### config.mk
export PLATFORM = sky130hd
export DESIGN_NAME = spec_tag_array
export DESIGN_NICKNAME = d
export VERILOG_FILES = /design/src/rtl/spec_tag_pkg.sv /design/src/rtl/spec_tag_store.sv /design/src/rtl/spec_line_state.sv /design/src/rtl/spec_viol_unit.sv /design/src/rtl/spec_tag_array.sv
export SDC_FILE = /design/constraint.sdc
export NUM_CORES = 1
export LEC_CHECK = 0
export CORE_MARGIN = 2
export CORE_UTILIZATION = 64
export CTS_CLUSTER_DIAMETER = 150
export DETAILED_ROUTE_END_ITERATION = 8
export DONT_BUFFER_PORTS = 1
export PLACE_DENSITY = 0.8
export SKIP_CTS_REPAIR_TIMING = 1
export SLEW_MARGIN = 30
export SYNTH_ARGS = -nofsm -noshare
export SYNTH_HDL_FRONTEND = slang
export SYNTH_SLANG_ARGS = --single-unit
export TNS_END_PERCENT = 100
### constraint.sdc
create_clock -name clk -period 3.1 [get_ports clk]
set_input_delay 0.155 -clock clk [delete_from_list [all_inputs] [get_ports clk]]
set_output_delay 0.155 -clock clk [all_outputs]
set_load 0.02 [all_outputs]
### src/rtl/spec_tag_pkg.sv
package spec_tag_pkg;

  typedef enum logic [1:0] {
    GANG_NONE   = 2'd0,
    GANG_COMMIT = 2'd1,
    GANG_BACKUP = 2'd2
  } gang_e;

  // Backup dominates commit when both are requested together.
  function automatic gang_e gang_pick(input logic commit, input logic backup);
    if (backup)      return GANG_BACKUP;
    else if (commit) return GANG_COMMIT;
    else             return GANG_NONE;
  endfunction

endpackage

### src/rtl/spec_tag_store.sv
// Tag storage: written only by fills, read asynchronously by NPORT lookups.
module spec_tag_store #(
  parameter int LINES = 8,
  parameter int IDX_W = 3,
  parameter int TAG_W = 7,
  parameter int NPORT = 2
) (
  input  logic                       clk,
  input  logic                       wr_en,
  input  logic [IDX_W-1:0]           wr_idx,
  input  logic [TAG_W-1:0]           wr_tag,
  input  logic [NPORT-1:0][IDX_W-1:0] q_idx,
  input  logic [NPORT-1:0][TAG_W-1:0] q_tag,
  output logic [NPORT-1:0]           q_match
);

  logic [TAG_W-1:0] tag_mem [LINES];

  always_ff @(posedge clk) begin
    if (wr_en) tag_mem[wr_idx] <= wr_tag;
  end

  for (genvar p = 0; p < NPORT; p++) begin : g_port
    assign q_match[p] = (tag_mem[q_idx[p]] == q_tag[p]);
  end

endmodule

### src/rtl/spec_line_state.sv
// Per-line speculation flops with single-cycle gang updates.
module spec_line_state
  import spec_tag_pkg::*;
#(
  parameter int LINES = 8,
  parameter int WORDS = 4,
  parameter int IDX_W = 3,
  parameter int OFS_W = 2
) (
  input  logic                         clk,
  input  logic                         rst,
  input  gang_e                        gang,
  input  logic                         fill_go,
  input  logic [IDX_W-1:0]             fill_idx,
  input  logic                         mark_rd,
  input  logic                         mark_wr,
  input  logic [IDX_W-1:0]             loc_idx,
  input  logic [OFS_W-1:0]             loc_ofs,
  input  logic                         mark_pend,
  input  logic [IDX_W-1:0]             snp_idx,
  output logic [LINES-1:0]             valid_o,
  output logic [LINES-1:0]             mod_o,
  output logic [LINES-1:0][WORDS-1:0]  rd_o,
  output logic [LINES-1:0][WORDS-1:0]  wr_o
);

  for (genvar g = 0; g < LINES; g++) begin : g_line
    logic             v_r;
    logic             m_r;
    logic             p_r;
    logic [WORDS-1:0] rd_r;
    logic [WORDS-1:0] wr_r;
    logic             sel_fill;
    logic             sel_loc;
    logic             sel_snp;

    assign sel_fill = fill_go && (fill_idx == IDX_W'(g));
    assign sel_loc  = (loc_idx == IDX_W'(g));
    assign sel_snp  = (snp_idx == IDX_W'(g));

    always_ff @(posedge clk) begin
      if (rst) begin
        v_r  <= 1'b0;
        m_r  <= 1'b0;
        p_r  <= 1'b0;
        rd_r <= '0;
        wr_r <= '0;
      end else begin
        unique case (gang)
          GANG_BACKUP: begin
            rd_r <= '0;
            wr_r <= '0;
            m_r  <= 1'b0;
            if (m_r) v_r <= 1'b0;
          end
          GANG_COMMIT: begin
            rd_r <= '0;
            wr_r <= '0;
            m_r  <= 1'b0;
            p_r  <= 1'b0;
            if (p_r) v_r <= 1'b0;
          end
          default: begin
            if (sel_fill) begin
              v_r  <= 1'b1;
              m_r  <= 1'b0;
              p_r  <= 1'b0;
              rd_r <= '0;
              wr_r <= '0;
            end else begin
              if (mark_rd && sel_loc) rd_r[loc_ofs] <= 1'b1;
              if (mark_wr && sel_loc) begin
                wr_r[loc_ofs] <= 1'b1;
                m_r           <= 1'b1;
              end
              if (mark_pend && sel_snp) p_r <= 1'b1;
            end
          end
        endcase
      end
    end

    assign valid_o[g] = v_r;
    assign mod_o[g]   = m_r;
    assign rd_o[g]    = rd_r;
    assign wr_o[g]    = wr_r;
  end

endmodule

### src/rtl/spec_viol_unit.sv
// Sticky hazard capture: keeps the first offending address.
module spec_viol_unit #(
  parameter int ADDR_W = 12
) (
  input  logic              clk,
  input  logic              rst,
  input  logic              clear,
  input  logic              detect,
  input  logic [ADDR_W-1:0] addr_in,
  output logic              flag_q,
  output logic [ADDR_W-1:0] addr_q
);

  always_ff @(posedge clk) begin
    if (rst || clear) begin
      flag_q <= 1'b0;
      addr_q <= '0;
    end else if (detect && !flag_q) begin
      flag_q <= 1'b1;
      addr_q <= addr_in;
    end
  end

endmodule

### src/rtl/spec_tag_array.sv
module spec_tag_array
  import spec_tag_pkg::*;
#(
  parameter int LINES  = 8,
  parameter int WORDS  = 4,
  parameter int ADDR_W = 12
) (
  input  logic              clk,
  input  logic              rst,
  input  logic              spec_on,
  input  logic              cmd_commit,
  input  logic              cmd_backup,
  input  logic              fill_en,
  input  logic [ADDR_W-1:0] fill_addr,
  input  logic              loc_en,
  input  logic              loc_store,
  input  logic [ADDR_W-1:0] loc_addr,
  input  logic              snp_en,
  input  logic              snp_older,
  input  logic [ADDR_W-1:0] snp_addr,
  output logic              viol_flag,
  output logic [ADDR_W-1:0] viol_addr,
  output logic [LINES-1:0]  line_valid,
  output logic [LINES-1:0]  line_mod
);

  localparam int OFS_W = $clog2(WORDS);
  localparam int IDX_W = $clog2(LINES);
  localparam int TAG_W = ADDR_W - IDX_W - OFS_W;
  localparam int TAG_LO = OFS_W + IDX_W;

  gang_e gang;
  logic  busy;

  logic [OFS_W-1:0] loc_ofs, snp_ofs;
  logic [IDX_W-1:0] loc_idx, snp_idx, fill_idx;
  logic [TAG_W-1:0] loc_tag, snp_tag, fill_tag;

  logic [1:0]                     tag_match;
  logic [LINES-1:0][WORDS-1:0]    rd_bits, wr_bits;

  logic loc_hit, snp_hit, fill_go;
  logic fill_on_loc, fill_on_snp;
  logic mark_rd, mark_wr, mark_pend, hazard;
  logic snp_word_rd, snp_word_wr, loc_word_wr;

  assign gang = gang_pick(cmd_commit, cmd_backup);
  assign busy = (gang != GANG_NONE);

  assign loc_ofs  = loc_addr[OFS_W-1:0];
  assign loc_idx  = loc_addr[TAG_LO-1:OFS_W];
  assign loc_tag  = loc_addr[ADDR_W-1:TAG_LO];
  assign snp_ofs  = snp_addr[OFS_W-1:0];
  assign snp_idx  = snp_addr[TAG_LO-1:OFS_W];
  assign snp_tag  = snp_addr[ADDR_W-1:TAG_LO];
  assign fill_idx = fill_addr[TAG_LO-1:OFS_W];
  assign fill_tag = fill_addr[ADDR_W-1:TAG_LO];

  assign fill_go = fill_en && !busy;

  spec_tag_store #(
    .LINES(LINES), .IDX_W(IDX_W), .TAG_W(TAG_W), .NPORT(2)
  ) u_tags (
    .clk     (clk),
    .wr_en   (fill_go),
    .wr_idx  (fill_idx),
    .wr_tag  (fill_tag),
    .q_idx   ({snp_idx, loc_idx}),
    .q_tag   ({snp_tag, loc_tag}),
    .q_match (tag_match)
  );

  assign loc_hit     = line_valid[loc_idx] && tag_match[0];
  assign snp_hit     = line_valid[snp_idx] && tag_match[1];
  assign fill_on_loc = fill_go && (fill_idx == loc_idx);
  assign fill_on_snp = fill_go && (fill_idx == snp_idx);
  assign loc_word_wr = wr_bits[loc_idx][loc_ofs];
  assign snp_word_rd = rd_bits[snp_idx][snp_ofs];
  assign snp_word_wr = wr_bits[snp_idx][snp_ofs];

  always_comb begin
    mark_rd   = 1'b0;
    mark_wr   = 1'b0;
    mark_pend = 1'b0;
    hazard    = 1'b0;
    if (!busy) begin
      if (loc_en && spec_on && loc_hit && !fill_on_loc) begin
        if (loc_store)         mark_wr = 1'b1;
        else if (!loc_word_wr) mark_rd = 1'b1;
      end
      if (snp_en && snp_hit && !fill_on_snp) begin
        mark_pend = 1'b1;
        hazard    = snp_older && snp_word_rd && !snp_word_wr;
      end
    end
  end

  spec_line_state #(
    .LINES(LINES), .WORDS(WORDS), .IDX_W(IDX_W), .OFS_W(OFS_W)
  ) u_state (
    .clk       (clk),
    .rst       (rst),
    .gang      (gang),
    .fill_go   (fill_go),
    .fill_idx  (fill_idx),
    .mark_rd   (mark_rd),
    .mark_wr   (mark_wr),
    .loc_idx   (loc_idx),
    .loc_ofs   (loc_ofs),
    .mark_pend (mark_pend),
    .snp_idx   (snp_idx),
    .valid_o   (line_valid),
    .mod_o     (line_mod),
    .rd_o      (rd_bits),
    .wr_o      (wr_bits)
  );

  spec_viol_unit #(.ADDR_W(ADDR_W)) u_viol (
    .clk     (clk),
    .rst     (rst),
    .clear   (busy),
    .detect  (hazard),
    .addr_in (snp_addr),
    .flag_q  (viol_flag),
    .addr_q  (viol_addr)
  );

endmodule

* After elaboration in Yosys (flattened, before gate mapping)
Memory sizes are Yosys's and may differ from the RTL's.
Cells that the tools add are included.
** Cells by class
- Reduce and logical (&&, ||, !) cells :: 96
- Multiplexer cells :: 89
- Bitwise operators :: 17
- $lt $le $gt $ge :: 5
- Eq/ne operators :: 43
** Operators with widths (count)
- $or A4 B4 Y4 :: 16
- $mux W1 :: 60
- $reduce_bool A3 Y1 :: 16
- $logic_and A1 B1 Y1 :: 46
- $bmux W4 S3 :: 3
- $eq A3 B3 Y1 const B :: 12
- $ne A2 B1 Y1 const B :: 16
- $pmux W1 S2 :: 16
- $reduce_or A4 Y1 :: 8
- $reduce_and A3 Y1 :: 8
- $eq A3 B2 Y1 const B :: 6
- $reduce_and A2 Y1 :: 8
- $eq A7 B7 Y1 :: 2
- $mux W4 :: 3
- $eq A3 B1 Y1 const B :: 3
- $logic_not A3 Y1 :: 3
- $lt A3 B4 Y1 const B :: 2
- $bmux W1 S2 :: 3
- $bmux W1 S3 :: 2
- $eq A3 B3 Y1 :: 2
- $lt A2 B3 Y1 const B :: 2
- $logic_not A1 Y1 :: 5
- $demux W1 S2 :: 1
- $eq A2 B1 Y1 const B :: 1
- 6 further kinds :: 6
** Storage, ports and cells
- Output and inout bits :: 29
- Flip-flop bits (word level) :: 101
- Logic and storage cells :: 293
- RAM bits :: 56
- Memories kept :: 1
** Memories
- u_tags.tag_mem :: words 8, width 7, rd ports 2, clocked after memory_dff 0, wr ports 1, RTL line spec_tag_store.sv:17 : logic [TAG_W-1:0] tag_mem [LINES];

* Longest topological paths before layout
Gate-level depths: netlist (run 1).
- Depth after elaboration :: 14
- Gate-level depth with buffers :: 11
- Depth with buffers taken out :: 7

* By module
A second synthesis (run 1) with hierarchy kept.
** Unflattened totals
- Cells, all modules :: 719
- Area total of the unflattened synthesis :: 7761.2 µm²
** Modules (own cells, without submodules)
- spec_line_state :: cells an instance 379, instances 1, area an instance 3370.7 µm²
- spec_tag_store :: cells an instance 152, instances 1, area an instance 2864.0 µm²
- spec_tag_array :: cells an instance 131, instances 1, area an instance 1071.0 µm²
- spec_viol_unit :: cells an instance 57, instances 1, area an instance 455.4 µm²

* Worst setup path before layout (run 1)
Ideal clock, no wire load.
- Kind :: input-to-reg
- Start :: in loc_addr[2]
- End :: reg u_state.g_line[3].rd_r[3]
- Arrival :: 2.170 ns
- Required time :: 3.041 ns
- Cell stages on the path :: 9
- Slack :: 0.871 ns
- Buffers on the path :: 3
- Cell sequence :: buf_6 -> buf_2 -> mux4_2 -> mux2i_1 -> xor2_1 -> nand4_4 -> buf_6 -> nor3_1 -> o21a_1
** On the way
- Longest elaborated chain between the ends :: 9
** RTL lines
- start: declaration :: RTL line spec_tag_array.sv:17 : input logic [ADDR_W-1:0] loc_addr,
- $bmux W4 S3 :: RTL line spec_tag_array.sv:77 : assign loc_word_wr = wr_bits[loc_idx][loc_ofs];
- $mux W4 (not written as such) :: RTL line spec_tag_array.sv:77
- $bmux W1 S2 :: RTL line spec_tag_array.sv:77
- $mux W1 (not written as such) :: RTL line spec_tag_array.sv:77
- $mux W1 :: RTL line spec_tag_array.sv:89 : else if (!loc_word_wr) mark_rd = 1'b1;
- $mux W1 :: RTL line spec_tag_array.sv:88 : if (loc_store) mark_wr = 1'b1;
- $mux W1 :: RTL line spec_tag_array.sv:87 : if (loc_en && spec_on && loc_hit && !fill_on_loc) begin
- $mux W1 :: RTL line spec_tag_array.sv:86 : if (!busy) begin
- $logic_and A1 B1 Y1 * :: RTL line spec_line_state.sv:71 : if (mark_rd && sel_loc) rd_r[loc_ofs] <= 1'b1;
- end signal: assignment :: RTL line spec_line_state.sv:57 : rd_r <= '0;
- end signal: assignment :: RTL line spec_line_state.sv:68 : rd_r <= '0;
- end signal: indexed assignment :: RTL line spec_line_state.sv:71
- end: declaration :: RTL line spec_line_state.sv:31 : logic [WORDS-1:0] rd_r;
Mark *: on every way between the ends. The rest lies on a longest branch, timed or not. The select of a mux whose other input is x is not followed.
A chain may end at the register's enable or synchronous reset.

==> out/results.txt, run 1 <==
The adder-cell share of the synthesized area was 0%; the clock tree buffer depth was 2. Among all flip-flop cells after synthesis, the most frequent one is sky130_fd_sc_hd__dfxtp_1. The number of placed I/O pins is 75. Summing every instance area after synthesis gives 7665 sq um. Smallest hold slack: -0.01065 ns.

The largest area contributor in the netlist was sky130_fd_sc_hd__dfxtp_1. The detailed-route wire length per cell came out at 23.68 microns. Clock tree synthesis found a total of 157 sinks. The clock transition time at the flip-flop clock pins of the worst setup and hold paths was 0.06 ns; the number of core rows was 39. The path with the worst hold slack has its endpoint at u_state.g_line[3].v_r. The pin count of the biggest net entering global routing was 73; the chip width was 113.4 microns. By area, the combinational part of the netlist is dominated by simple AND/OR/NAND/NOR gates. The logs give 625 for the number of DRC markers after the initial detailed-route iteration and 0 for the setup-violating endpoint count in the final report. The routed wire length was 20180 microns.

Walking the worst path, the cells encountered are mux4_1, mux2i_1, xnor2_1, nor4_2, nand4_4, buf_4, nor3_1, o21a_1. The tools report the number of warning messages in the yosys log as 0. For this run, the slowest stage of the critical path takes 0.52 ns.

The startpoint identified for the worst register-to-register timing path is u_tags.tag_mem[1][0]. Initial antenna violation count: 0. Fill cells in the final layout number 790. Clock tree synthesis selected as its root buffer the cell sky130_fd_sc_hd__clkbuf_16. The number of cells on the worst hold path was 3; the starting density of the core was 66.28%. Number of levels in the clock H-tree: 4. Static timing analysis puts the maximum clock frequency at 0.3539 GHz. For the detailed placement HPWL, the log shows 12740 microns. The region available for standard cell placement spans 11560 sq um. The share of Yosys cell area claimed by the top area cell type works out to 26.38%. Global routing finished with a remaining overflow of 0. Measured on the finished design, the core utilization comes to 72.42%.

The number of cells produced by synthesis is 704. The clock reaches the later pin of the worst-skew pair after 0.43 ns. Summing the areas of all xor and xnor instances in the mapped netlist gives 2.285% of the synthesized area. The final clock skew was 0.008761 ns; the total design power was 4.423 mW. At the pin with the least slew margin, the transition time is 0.9359 ns.

The number of cells on the worst reg-to-reg path was 8. When the netlist entered floorplanning its net count stood at 750. In this run, synthesis produced a sequential element count of 157.

The startpoint identified for the worst hold timing path is cmd_backup. Area fraction in compound gates after synthesis: 13.70%. Once detail routing completed, the nets flagged for antenna violations numbered 0.

The data arrival at the endpoint of the critical path was 3.19 ns. The kind of end point of the critical path is a flip-flop. The checks that failed: hold timing. The number of hold violations in the final report is 2. Number of global-route vias before repair: 5689. For this design the static power due to leakage is 2.798 nW.

In this run the vertical extent of the chip is 113.4 microns. The standard cell with the maximum stage delay on the critical path is sky130_fd_sc_hd__mux4_1. Buffers placed on the I/O ports in this run total 0.

The first detailed-routing pass took 5 iterations. The post-detailed-route DRC marker count is 0. Across the VDD grid, the largest voltage drop is 0.4334 mV.

In the post-synthesis netlist, the biggest area contributors are sky130_fd_sc_hd__dfxtp_1, sky130_fd_sc_hd__edfxtp_1, sky130_fd_sc_hd__o21a_1, sky130_fd_sc_hd__mux4_2, sky130_fd_sc_hd__nor3_1. The share of synthesized area spent on multiplexers was 14.17%; the worst-case register-to-register setup slack was 0.27 ns. The die covers 12870 sq um. The run gives 0 as the final count of pins violating max slew. Startpoint-to-endpoint class of the critical path: reg2reg. The remaining max-slew budget at the tightest pin is 37.61%. The first global-routing pass estimated 30370 microns of wire.

The highest net fanout along the worst path is 72, and the global placer's final weighted congestion is 0.8703. The tools report the final layout net count as 742. The type of origin of the critical path was a flip-flop. 0 antenna diodes ended up in the layout. TritonCTS built the clock tree.

The vias after detailed routing was 5888. In this run the critical register-to-register path is captured at u_state.g_line[6].wr_r[2]. After detailed routing, the number of vias per cell comes to 6.911. Each instance of the synthesized netlist takes up on average 10.89 sq um. Summing the sequential cell areas from Yosys gives 48.32% of the chip area. In this run the worst hold path is classified as in2reg. Dividing the final minimum period by the clock period gives 91.15%.

The async set-reset flop share out of synthesis is 0%. Setup repair after global routing left no endpoint under its margin. The layout cell share with drive strength beyond 1 was 14.10%; the number of max-cap violations was 0. The synthesized-area fraction occupied by and/or/nand/nor cells was 15.67%. The post-layout minimum cycle time is 2.826 ns, and the number of buffers added by the clock tree synthesis step is 17.

The synthesized design contains 56 enable-type register cells. In the final timing run, aggregate negative setup slack is 0 ns. Dividing total power by cell area gives a power density of 528.0 nW/um^2. The relative area change from synthesis to final layout was 9.272%. Across every metal layer, demand over resource in global routing totals 31.39%. For the worst setup path, the data required time is 3.47 ns. The run finished, with violations left. Count of unique library cells instantiated by Yosys: 53. In this run the worst setup path begins at u_tags.tag_mem[1][0].
## critical path: cells and delay by family (launching register included)
family	cells	cell delay, ns
XOR/XNOR	1	0.13
AO/OA/AOI/OAI	1	0.17
AND/OR/NAND/NOR	3	0.89
buffers and inverters	1	0.36
multiplexers	2	0.78
flip-flops	1	0.40
## cell type report
type	instances	area [sq um]	share of cell area [%]
Timing Repair Buffer	38	340.3	4.063
Multi-Input combinational cell	466	3517	41.99
Clock buffer	19	475.5	5.677
Inverter	16	60.06	0.7171
Clock inverter	13	100.1	1.195
Tap cell	143	178.9	2.136
Sequential cell	157	3704	44.22
## kinds of logic (layout without fill, tap and decap cells)
logic type,after synthesis,after routing
compound gates,144,144
xor+xnor,20,20
simple gates,229,229
buf+inv,81,86
flops,157,157
mux,73,73
## flip-flops by register name (all words and copies together), names as in the netlist
| signal | count |
|---|---|
| u_state.g_line.wr_r | 32 |
| u_viol.flag_q | 1 |
| u_state.g_line.v_r | 8 |
| u_state.g_line.p_r | 8 |
| u_state.g_line.m_r | 8 |
| u_tags.tag_mem | 56 |
| u_state.g_line.rd_r | 32 |
| u_viol.addr_q | 12 |
## how the worst max path moves through the flow
stage,to,slack [ns],cells past startpoint
floorplan,u_state.g_line[3].rd_r[3],0.87,9
finish,u_state.g_line[6].wr_r[2],0.27,8
global placement,u_state.g_line[5].m_r,0.53,8
CTS,u_state.g_line[6].wr_r[2],0.31,8
global route,u_state.g_line[6].wr_r[2],0.18,8
detailed placement,u_state.g_line[1].rd_r[0],0.40,8
## stage by stage
step	hold slack [ns]	cells	setup WS [ns]	area [sq um]
after floorplan	0.2539	704	0.8714	7665
after global placement	0.2290	798	0.5332	7580
after detailed placement	0.2337	798	0.4010	7580
after CTS	-0.2190	830	0.3141	8155
after global routing	0.002364	852	0.1755	8376
final	-0.01065	852	0.2743	8376
## cells in the mapped netlist, types with 6 or more instances
master                     number
sky130_fd_sc_hd__a22o_1         8
sky130_fd_sc_hd__nand2_1       44
sky130_fd_sc_hd__buf_4         20
sky130_fd_sc_hd__edfxtp_1      56
sky130_fd_sc_hd__mux4_2        23
sky130_fd_sc_hd__mux2_2        15
sky130_fd_sc_hd__o22ai_1        6
sky130_fd_sc_hd__a21oi_1       20
sky130_fd_sc_hd__buf_1          8
sky130_fd_sc_hd__mux2i_1       32
sky130_fd_sc_hd__buf_2          7
sky130_fd_sc_hd__clkbuf_1      21
sky130_fd_sc_hd__o21a_1        73
sky130_fd_sc_hd__xor2_1         7
sky130_fd_sc_hd__nor3_1        77
sky130_fd_sc_hd__nand3_1        6
sky130_fd_sc_hd__nor2b_1        7
sky130_fd_sc_hd__a31oi_1       10
sky130_fd_sc_hd__nor3b_1       16
sky130_fd_sc_hd__xnor2_1       13
sky130_fd_sc_hd__nor2_1        38
sky130_fd_sc_hd__dfxtp_1      101
sky130_fd_sc_hd__nand2b_1       9
sky130_fd_sc_hd__buf_6          8
sky130_fd_sc_hd__inv_1         16
## layout by cell type (no fill, tap or decap), types with 7 or more instances in the layout
master	instances
sky130_fd_sc_hd__a31oi_1	10
sky130_fd_sc_hd__mux2i_1	32
sky130_fd_sc_hd__nand2_1	44
sky130_fd_sc_hd__nor2_1	38
sky130_fd_sc_hd__buf_4	16
sky130_fd_sc_hd__a21oi_1	20
sky130_fd_sc_hd__xor2_1	7
sky130_fd_sc_hd__nor2b_1	7
sky130_fd_sc_hd__o21a_1	73
sky130_fd_sc_hd__nand2b_1	9
sky130_fd_sc_hd__nor3_1	76
sky130_fd_sc_hd__dlygate4sd3_1	22
sky130_fd_sc_hd__edfxtp_1	56
sky130_fd_sc_hd__dfxtp_1	101
sky130_fd_sc_hd__mux4_2	23
sky130_fd_sc_hd__nor3b_1	16
sky130_fd_sc_hd__clkbuf_16	19
sky130_fd_sc_hd__a22o_1	8
sky130_fd_sc_hd__inv_1	16
sky130_fd_sc_hd__mux2_2	15
sky130_fd_sc_hd__xnor2_1	13
## routing by layer
| layer | vias up | track usage [%] | share of wire, % | routed length (microns) |
|---|---|---|---|---|
| li1 | 2610 | - | - | - |
| met1 | 2904 | 41.35 | 40 | 8038 |
| met2 | 331 | 49.46 | 47 | 9560 |
| met3 | 43 | 8.608 | 10 | 2113 |
| met4 | 0 | 13.25 | 2.3 | 463 |
| met5 | - | 0 | 0 | 0 |
## power breakdown
| part | internal (mW) | switching (mW) | leakage (nW) | total (mW) |
|---|---|---|---|---|
| clock | 1.13 | 0.867 | 0.290 | 2.00 |
| sequential | 2.14 | 0.00811 | 1.32 | 2.15 |
| combinational | 0.123 | 0.151 | 1.19 | 0.274 |
| total | 3.40 | 1.03 | 2.80 | 4.42 |
No activity file was read; power rests on OpenSTA's default activity.
==> run 2: changes to the inputs <==
--- a/config.mk
+++ b/config.mk
@@ -6,11 +6,11 @@
 export NUM_CORES = 1
 export LEC_CHECK = 0
 export CORE_MARGIN = 2
-export CORE_UTILIZATION = 64
+export CORE_UTILIZATION = 65
 export CTS_CLUSTER_DIAMETER = 150
 export DETAILED_ROUTE_END_ITERATION = 8
 export DONT_BUFFER_PORTS = 1
-export PLACE_DENSITY = 0.8
+export PLACE_DENSITY = 0.81
 export SKIP_CTS_REPAIR_TIMING = 1
 export SLEW_MARGIN = 30
 export SYNTH_ARGS = -nofsm -noshare
==> constraint.sdc (replaced) <==
create_clock -name clk -period 3.3 [get_ports clk]
set_input_delay 0.165 -clock clk [delete_from_list [all_inputs] [get_ports clk]]
set_output_delay 0.165 -clock clk [all_outputs]
set_load 0.02 [all_outputs]
==> run 2 against run 1 <==
Effect of this change:
- the flow now finishes without violations
- critical path type unchanged
- register-to-register slack improved by 0.34 ns
- wire length fell by 2.6%
- maximum frequency rose by 5.0%
- largest cell class unchanged
- die area fell by 1.5%
==> out/results.txt, run 2 (synthesis gave the netlist of run 1 again) <==
The flow ran to the end, and the final reports show no timing, DRC or antenna violations. The power density over cell area was 515.6 nW/um^2. In this run the critical register-to-register path is launched from u_tags.tag_mem[7][2]. Initial antenna violation count: 0.

The logs give 46.87% for the met2 track utilization from global routing and 30.75% for the global routing usage summed across all routing layers. The number of cells on the worst reg-to-reg path is 8. The tools report the worst-case register-to-register setup slack as 0.61 ns. The worst hold path was traced through 2 stages.

The busiest metal layer after global routing was met2. For the number of max-cap violations, the log shows 0. The root buffer cell chosen for the clock tree is sky130_fd_sc_hd__clkbuf_16. At the worst endpoint, the required time is 3.61 ns. After routing the design area is 8403 sq um. In the routed design, unresolved DRC markers number 0.

In this run, the number of DRC markers left after iteration 0 of detailed routing was 633. Summed over all cells, the static leakage comes to 2.796 nW. For the total congestion overflow after global routing, the log shows 0. At the worst endpoint, the arrival time is 3.00 ns.

After detailed routing, the average wire length per cell comes to 23.21 microns. The number of core rows was 39; the highest ir drop seen on vdd was 0.4755 mV. The global placer's final weighted congestion was 0.8622. The clock passes through at most 2 buffers. The worst setup path is launched from a flip-flop. The library cells used most frequently in the layout, excluding fill and tap cells, are sky130_fd_sc_hd__dfxtp_1, sky130_fd_sc_hd__nor3_1, sky130_fd_sc_hd__o21a_1, sky130_fd_sc_hd__edfxtp_1, sky130_fd_sc_hd__nand2_1.

Entering global routing, the biggest net connects 73 pins. In this run, CTS created clock tree buffers numbering 17. The detailed placement HPWL is 12350 microns, and the met1 layer usage reported by global route is 41.73%.

The run gives 0 as the number of hold violations in the final report. The global-route wire length before repair is 30000 microns. The clock sink total was 157. The most common cell after layout, fill and taps aside is sky130_fd_sc_hd__dfxtp_1. The chip width works out to 112.6 microns. Buffers placed on the I/O ports in this run total 0. The worst path meets setup with 0.6097 ns of slack. The register with the most flip-flops in the layout has 56 of them. The worst hold path belongs to the class in2reg. Setup repair after global routing left no endpoint under its margin.

The floorplan step defined a die boundary enclosing 12680 sq um. Of the total power, registers draw 46.6%. The tools report the worst reg2reg path endpoint as u_state.g_line[6].m_r. The share of the cycle needed by the critical path after routing was 81.52%; the share of power burned in combinational logic was 5.8%. The run gives 0 as the final count of pins violating max slew. The number of antenna diodes in the final layout is 0.

TritonCTS built the clock tree. Headroom to the max-slew limit came out at 41.13%. Clock-pin slew was measured on the worst setup and hold paths at 0.06 ns.

The clock reaches the later pin of the worst-skew pair after 0.42 ns. The placeable core area was 11470 sq um. OpenSTA, run right after detailed placement, puts the worst setup slack at 0.6710 ns.

Counting flops per register, the top entry is u_tags.tag_mem. The run gives 0 as the setup-violating endpoint count in the final report. In the routed layout, each cell is associated on average with a via count of 6.890. For this run, the post-layout net count is 738.

The kind of end point of the critical path was a flip-flop. The share of total power consumed by net switching was 20.21%. The clock arrives with 0.009737 ns of skew.

Once the floorplan was initialized, standard cells occupied 66.84% of the core. For the pin with the worst max-slew slack, the measured transition is 0.8798 ns. Derived from the worst setup path, the maximum achievable clock frequency is 0.3717 GHz. The tools report the count of TritonRoute iterations in the first routing pass as 5. Worst hold endpoint: u_state.g_line[2].v_r. In this run the remaining antenna-violating nets after routing total 0.

The tools report the vias after detailed routing as 5836. For the total negative setup slack, the log shows 0 ns. Summing all placed instances gives a cell area of 7550 sq um.

The run gives 75 as the number of placed I/O pins. Global routing consumed, on the met3 layer, 9.395% of the routing resources. The die is 112.6 microns tall.

The largest registers in the layout are u_tags.tag_mem (56), u_state.g_line.rd_r (32), u_state.g_line.wr_r (32). The switching power total was 0.8757 mW; the number of global-route vias before repair was 5605. CTS built an H-tree with a depth of 4. In this run the most critical hold path is launched from cmd_commit. Cells with a size suffix above 1 make up 13.07% of the layout.

The routed design could run at a clock period as short as 2.690 ns. In this run the worst path has a maximum fanout of 72. The startpoint-to-endpoint class of the critical path was reg2reg.

In this run, the clock network consumes 47.6% of the power. The tools report the internal power consumption as 3.457 mW. From synthesis to final layout, the design area changed by 9.631%. Wires add up to 19660 microns.
[run 2: cell count changes in the layout (fill, tap and decap cells not counted), sizes merged]
cell and change:
buf -4, bufinv +3, clkbuf +7, clkinv -5
clkinvlp +1, inv -7
[run 2: worst max path at each step]
| stage | depth (start not counted) | end | slack [ns] | startpoint |
|---|---|---|---|---|
| after floorplan | 9 | u_state.g_line[3].rd_r[3] | 1.06 | loc_addr[2] |
| after global placement | 7 | u_state.g_line[7].p_r | 0.74 | snp_addr[2] |
| after detailed placement | 7 | u_state.g_line[6].p_r | 0.67 | snp_addr[2] |
| after CTS | 8 | u_state.g_line[6].m_r | 0.64 | u_tags.tag_mem[7][2] |
| after global routing | 8 | u_state.g_line[6].m_r | 0.48 | u_tags.tag_mem[6][0] |
| final | 8 | u_state.g_line[6].m_r | 0.61 | u_tags.tag_mem[7][2] |
[run 2: worst max-delay path: stages, from the launching register on]
cell and delay [ns]:
sky130_fd_sc_hd__edfxtp_1 0.41, sky130_fd_sc_hd__mux4_2 0.51, sky130_fd_sc_hd__mux2i_1 0.25, sky130_fd_sc_hd__xnor2_1 0.23, sky130_fd_sc_hd__nor4_4 0.07, sky130_fd_sc_hd__nand4_4 0.07, sky130_fd_sc_hd__buf_4 0.59, sky130_fd_sc_hd__nor3_1 0.18
sky130_fd_sc_hd__o21a_1 0.22
[run 2: cell type report]
| type | count | area [sq um] |
|---|---|---|
| flip-flops and latches | 157 | 3704 |
| multi-input cells | 466 | 3517 |
| fillers | 739 | 3064 |
| clock buffers | 26 | 530.5 |
| repair buffers | 34 | 310.3 |
| well taps | 143 | 178.9 |
| clock inverters | 5 | 102.6 |
| inverters | 16 | 60.06 |
[run 2: power groups by stage]
stage	logic, mW	registers (mW)	clock network [mW]
floorplan	0.218	2.06	0
global placement	0.209	2.06	0
detailed placement	0.214	2.06	0
CTS	0.217	2.02	2.07
global route	0.267	2.02	2.15
finish	0.253	2.02	2.06
[run 2: layer usage]
metal,vias up,wire (microns)
met3,59,2220
met4,0,521
met5,-,0
li1,2600,-
met2,371,9165
met1,2806,7748
[run 2: through the flow]
stage	hold slack, ns	total power, mW	util, %	std cells
2_1_floorplan	0.2639	2.275	-	704
3_3_place_gp	0.2397	2.269	65.84	794
3_5_place_dp	0.2431	2.275	65.84	794
4_1_cts	-0.1974	4.301	71.36	825
5_1_grt	0.007599	4.435	73.28	847
6_report	0.004551	4.333	73.28	847
